<file path="src/rtl/modem_pkg.sv">
package modem_pkg;
  localparam int unsigned LINES = 4;
  localparam int unsigned MCR_W = 5;
  localparam int unsigned MSR_W = 2 * LINES;
  // control register bit map
  localparam int unsigned B_DTR  = 0;
  localparam int unsigned B_RTS  = 1;
  localparam int unsigned B_OUT1 = 2;
  localparam int unsigned B_OUT2 = 3;
  localparam int unsigned B_LOOP = 4;
  // status line order (delta and level fields share it)
  localparam int unsigned L_CTS = 0;
  localparam int unsigned L_DSR = 1;
  localparam int unsigned L_RI  = 2;
  localparam int unsigned L_DCD = 3;
endpackage

</file>
<file path="src/rtl/mcr_reg.sv">
module mcr_reg
  import modem_pkg::*;
(
  input  logic             clk_i,
  input  logic             rst_ni,
  input  logic             wr_i,
  input  logic [MCR_W-1:0] wdata_i,
  output logic [MCR_W-1:0] mcr_o
);
  always_ff @(posedge clk_i or negedge rst_ni) begin
    if (!rst_ni)   mcr_o <= '0;
    else if (wr_i) mcr_o <= wdata_i;
  end

  assert_mcr_load_R2: assert property (@(posedge clk_i) disable iff (!rst_ni)
    wr_i |=> (mcr_o == $past(wdata_i)));
endmodule

</file>
<file path="src/rtl/loop_route.sv">
module loop_route
  import modem_pkg::*;
(
  input  logic [MCR_W-1:0] mcr_i,
  input  logic [LINES-1:0] pin_ni,
  input  logic             sout_i,
  input  logic             sin_i,
  output logic [LINES-1:0] line_no,
  output logic [LINES-1:0] ctl_no,
  output logic             tx_o,
  output logic             rx_o
);
  logic loop;
  logic [LINES-1:0] lb_n;
  assign loop = mcr_i[B_LOOP];

  // internal cross-wiring, active low like the pins
  always_comb begin
    lb_n        = '1;
    lb_n[L_CTS] = ~mcr_i[B_RTS];
    lb_n[L_DSR] = ~mcr_i[B_DTR];
    lb_n[L_RI]  = ~mcr_i[B_OUT1];
    lb_n[L_DCD] = ~mcr_i[B_OUT2];
  end

  assign line_no = loop ? lb_n : pin_ni;
  assign ctl_no  = loop ? '1 : ~mcr_i[LINES-1:0];
  assign tx_o    = loop ? 1'b1 : sout_i;
  assign rx_o    = loop ? sout_i : sin_i;
endmodule

</file>
<file path="src/rtl/line_sync.sv">
module line_sync #(
  parameter int unsigned WIDTH  = 4,
  parameter int unsigned STAGES = 2
) (
  input  logic             clk_i,
  input  logic             rst_ni,
  input  logic [WIDTH-1:0] d_ni,
  output logic [WIDTH-1:0] q_no
);
  for (genvar g = 0; g < WIDTH; g++) begin : g_bit
    logic [STAGES-1:0] chain_q;
    always_ff @(posedge clk_i or negedge rst_ni) begin
      if (!rst_ni) chain_q <= '1;  // idle = deasserted
      else         chain_q <= {chain_q[STAGES-2:0], d_ni[g]};
    end
    assign q_no[g] = chain_q[STAGES-1];
  end
endmodule

</file>
<file path="src/rtl/delta_det.sv">
module delta_det
  import modem_pkg::*;
(
  input  logic             clk_i,
  input  logic             rst_ni,
  input  logic [LINES-1:0] sync_ni,
  input  logic             rd_i,
  output logic [LINES-1:0] delta_o
);
  logic [LINES-1:0] prev_q, hit;

  always_ff @(posedge clk_i or negedge rst_ni) begin
    if (!rst_ni) prev_q <= '1;
    else         prev_q <= sync_ni;
  end

  for (genvar g = 0; g < LINES; g++) begin : g_hit
    if (g == L_RI) begin : g_trail
      assign hit[g] = !prev_q[g] && sync_ni[g];  // asserted -> released
    end else begin : g_any
      assign hit[g] = prev_q[g] != sync_ni[g];
    end
  end

  // a fresh event outranks the clearing read
  always_ff @(posedge clk_i or negedge rst_ni) begin
    if (!rst_ni)   delta_o <= '0;
    else if (rd_i) delta_o <= hit;
    else           delta_o <= delta_o | hit;
  end

  assert_ring_trailing_R6: assert property (@(posedge clk_i) disable iff (!rst_ni)
    $rose(delta_o[L_RI]) |-> $past(!prev_q[L_RI] && sync_ni[L_RI]));
  assert_delta_hold_R7: assert property (@(posedge clk_i) disable iff (!rst_ni)
    !rd_i |=> ((delta_o & $past(delta_o)) == $past(delta_o)));
  assert_read_clear_R7: assert property (@(posedge clk_i) disable iff (!rst_ni)
    (rd_i && sync_ni == prev_q) |=> (delta_o == '0));
  assert_cts_change_R5: assert property (@(posedge clk_i) disable iff (!rst_ni)
    (prev_q[L_CTS] != sync_ni[L_CTS]) |=> delta_o[L_CTS]);
endmodule

</file>
<file path="src/rtl/modem_ctl_stat.sv">
module modem_ctl_stat
  import modem_pkg::*;
(
  input  logic             clk_i,
  input  logic             rst_ni,
  input  logic             mcr_wr_i,
  input  logic [MCR_W-1:0] wdata_i,
  input  logic             msr_rd_i,
  input  logic             msi_en_i,
  input  logic             cts_ni,
  input  logic             dsr_ni,
  input  logic             ri_ni,
  input  logic             dcd_ni,
  input  logic             sout_i,
  input  logic             sin_i,
  output logic             dtr_no,
  output logic             rts_no,
  output logic             out1_no,
  output logic             out2_no,
  output logic             tx_o,
  output logic             rx_o,
  output logic [MCR_W-1:0] mcr_o,
  output logic [MSR_W-1:0] msr_o,
  output logic             irq_o
);
  logic [LINES-1:0] pin_n, line_n, sync_n, delta, ctl_n;

  assign pin_n[L_CTS] = cts_ni;
  assign pin_n[L_DSR] = dsr_ni;
  assign pin_n[L_RI]  = ri_ni;
  assign pin_n[L_DCD] = dcd_ni;

  mcr_reg i_mcr (
    .clk_i, .rst_ni, .wr_i(mcr_wr_i), .wdata_i, .mcr_o
  );

  loop_route i_route (
    .mcr_i(mcr_o), .pin_ni(pin_n), .sout_i, .sin_i,
    .line_no(line_n), .ctl_no(ctl_n), .tx_o, .rx_o
  );

  line_sync #(.WIDTH(LINES), .STAGES(2)) i_sync (
    .clk_i, .rst_ni, .d_ni(line_n), .q_no(sync_n)
  );

  delta_det i_delta (
    .clk_i, .rst_ni, .sync_ni(sync_n), .rd_i(msr_rd_i), .delta_o(delta)
  );

  assign dtr_no  = ctl_n[B_DTR];
  assign rts_no  = ctl_n[B_RTS];
  assign out1_no = ctl_n[B_OUT1];
  assign out2_no = ctl_n[B_OUT2];
  assign msr_o   = {~sync_n, delta};
  assign irq_o   = msi_en_i && (|delta);

  assert_irq_gate_R8: assert property (@(posedge clk_i) disable iff (!rst_ni)
    irq_o |-> (msi_en_i && msr_o[LINES-1:0] != '0));
  assert_loop_park_R10: assert property (@(posedge clk_i) disable iff (!rst_ni)
    mcr_o[B_LOOP] |-> (dtr_no && rts_no && out1_no && out2_no && tx_o));
endmodule

</file>
<file path="config.mk">
export PLATFORM = sky130hd
export DESIGN_NAME = modem_ctl_stat
export DESIGN_NICKNAME = d
export VERILOG_FILES = /design/src/rtl/modem_pkg.sv /design/src/rtl/mcr_reg.sv /design/src/rtl/loop_route.sv /design/src/rtl/line_sync.sv /design/src/rtl/delta_det.sv /design/src/rtl/modem_ctl_stat.sv
export SDC_FILE = /design/constraint.sdc
export NUM_CORES = 1
export LEC_CHECK = 0
export ABC_AREA = 1
export BUFFER_PORTS_ARGS = -buffer_cell sky130_fd_sc_hd__buf_2
export CORE_ASPECT_RATIO = 0.9
export CORE_UTILIZATION = 48
export DETAILED_ROUTE_END_ITERATION = 16
export PLACE_DENSITY = 0.81
export SYNTH_ARGS = -nofsm -noshare
export SYNTH_HDL_FRONTEND = slang
export SYNTH_SLANG_ARGS = --single-unit
</file>
<file path="constraint.sdc">
create_clock -name clk_i -period 2.05 [get_ports clk_i]
set_input_delay 0.205 -clock clk_i [delete_from_list [all_inputs] [get_ports clk_i]]
set_output_delay 0.205 -clock clk_i [all_outputs]
set_load 0.05 [all_outputs]
</file>
==> reports/qor.csv <==
stage;metric;value;unit
floorplan;dieHeight;41.0;um
placement;dp_hpwl;1030;um
synth;synth_top_cell_area_share;38.9;%
grt;grt_pass1_wl;1900;um
synth;syn_area;810;um^2
timing;grt_setup_unrepaired;no;
synth;ys_seq_area_share;66.8;%
route;ant_nets;0;
timing;fin_crit;1550;ps
hold_path;hold_class;in -> reg;
cts;clock_sinks;21;
floorplan;fp.dieArea;1860;um^2
route;avgViaCountPerCell;4.44;
floorplan;rows;13;
finish;seq_area;541;um^2
route;drc;0;
setup_path;worstPathCellList;inv_2 -> nand2_1 -> nand2_1 -> buf_2;
cts;cts_tree;built;
synth;syn-num-nets;96;
route;wl_per_cell;9.67;um
setup_path;crit_family;buffers and inverters;
finish;diodes;0;
timing;max_freq;647;MHz
setup_path;end_kind;output port;
setup_path;worstSetupStartpointType;flip-flop;
power;p_per_area;978;nW/um^2
synth;synth.largest_area_cell;dfstp_2;
route;wirelength;1350;um
setup_path;arrival;1340;ps
placement;gp_congestion;0.703;
setup_path;cp_common_cell;nand2_1;
placement;io_buffer_count;35;
run;drv_cap;0;
grt;grt-ovfl-total;0;
setup_path;reg2reg_from;i_mcr.mcr_o[4];
grt;grt_usage;15.0;%
timing;relSlewSlack;70.1;%
finish;multi_input_area;200;um^2
timing;fin_crit_sh;75.4;%
cts;cts-resized-gates;0;
synth;synth-seq-cells;21;
synth;synth.distinct_cells;13;
cts;insertion_delay;290;ps
cts;path_clk_slew;110;ps
grt;antenna_found_initial;0;
grt;grt_max_degree;22;
finish;fillers;122;
finish;fin_nets;135;
timing;setup_viol;0;
timing;totalNegativeSetupSlack;0;ps
setup_path;worstSetupStartpoint;i_mcr.mcr_o[4];
setup_path;critPathKind;reg -> out;
route;drt-pass1-iter-count;4;
setup_path;cpMaxStageDelayCell;dfrtp_1;
power;power_leakage;0.552;nW
finish;fin_area;1030;um^2
synth;synth_cells;80;
cts;htree_levels;1;
timing;finalMaxSlewViolations;0;
floorplan;io_pins;36;
cts;root_buffer;clkbuf_4;
setup_path;required;1850;ps
cts;clk_path_buf_depth;2;
floorplan;start_util;53.5;%
placement;place_area;996;um^2
grt;grt_pass1_vias;491;
power;vdd_ir_drop_max;452;uV
cts;cts_buffers;3;
timing;tightest_slew;448;ps
floorplan;die_x;45.3;um
timing;finClkSkew;1.84;ps
finish;drive_gt1_share;49.2;%
timing;hold_viol;0;
route;vias;622;
route;drtIter0Drc;9;
setup_path;crit_path_max_incr_delay;420;ps
setup_path;path_buf_inv;2;
finish;areaGrowthSynthToFinish;27.7;%
floorplan;core;1510;um^2
hold_path;hp-start;wdata_i[0];
synth;synth.avg_cell_area;10.1;um^2
synth;synth_area_leaders;dfstp_2, dfrtp_1, nand2_1, inv_1, o21ai_2;
setup_path;worstPathMaxFanout;14;
outcome;run_status;finished, final reports clean;
synth;ys_warn_count;0;
==> synth_stat cells (all sizes together) <==
| library cell | count |
|---|---|
| o21ai | 10 |
| dfrtp | 9 |
| buf | 2 |
| nor2 | 2 |
| a21oi | 1 |
| dfstp | 12 |
| inv | 14 |
| nand3 | 3 |
| or2 | 1 |
| nand2 | 26 |
==> layout make-up <==
cell class / count / area share [%]
Clock buffer: 3 / 2.18
Clock inverter: 1 / 0.484
Inverter: 14 / 5.08
Multi-Input combinational cell: 43 / 19.4
Sequential cell: 21 / 52.3
Tap cell: 22 / 2.66
Timing Repair Buffer: 36 / 17.9
==> through the flow <==
step / std cells / setup WS (ps) / util, % / power [mW] / hold WS, ps
after floorplan: 80 / 323 / - / 0.755 / -90.6
after global placement: 135 / 877 / 65.8 / 0.824 / 167
after detailed placement: 135 / 839 / 65.8 / 0.834 / 171
after CTS: 140 / 498 / 68.3 / 1.03 / 96.1
after global routing: 140 / 384 / 68.3 / 1.07 / 100
final: 140 / 504 / 68.3 / 1.01 / 110
==> flip-flops by register name (all words and copies together), names as in the netlist <==
signal and count:
i_sync.g_bit.chain_q 8, i_delta.delta_o 4, i_mcr.mcr_o 5, i_delta.prev_q 4
==> placed cells by master, fill, tap and decap left out <==
cell,Yosys,layout
dfstp_2,12,12
a21oi_1,1,1
inv_2,1,1
clkbuf_4,0,3
clkinv_2,0,1
dfrtp_1,9,9
inv_1,13,13
o21ai_0,5,5
nand2_1,26,26
o21ai_2,5,5
nor2_1,2,2
dlygate4sd3_1,0,1
buf_2,1,35
nand3_1,3,3
or2_2,1,1
==> metal layers <==
layer	track usage (%)	part of all wire, %
met1	17.5	45
met2	26.4	48
met3	3.52	6.3
met4	7.58	0
met5	0	0
==> worst register-to-register path, stage by stage, from the launching register on <==
cell and delay (ps):
dfrtp_1 420, inv_2 220, nand2_1 110, o21ai_2 70
==> timing repair <==
| item | in CTS | in global routing |
|---|---|---|
| hold buffers | 1 | 0 |
| endpoints found under the hold margin | 9 | 0 |
| buffers inserted | 0 | 0 |
==> logic make-up after synthesis <==
logic type | Yosys count | synth area share [%]
DFF | 21 | 66.8
AOI/OAI and AO/OA | 11 | 9.12
buffers and inverters | 16 | 8.50
and+or+nand+nor | 32 | 15.6
==> where the power goes <==
part	internal (mW)	leakage, nW	total (mW)	switching [mW]
registers	0.487	0.232	0.521	0.0343
logic	0.0698	0.302	0.305	0.235
clock network	0.0725	0.0177	0.185	0.113
total	0.629	0.552	1.01	0.382
==> path summary, 6_finish.rpt <==
kind                       cells after the start                    endpoint  slack [ps]
max                                            4                        rx_o         500
min                                            3              i_mcr.mcr_o[0]         110
max reg2reg                                    3  i_sync.g_bit[1].chain_q[0]        1170
min reg2reg                                    0  i_sync.g_bit[1].chain_q[1]         360
max in group asynchronous                      2  i_sync.g_bit[0].chain_q[0]        1330
min in group asynchronous                      2          i_delta.delta_o[3]         390
Note: power is estimated with default switching activity, not from simulation.
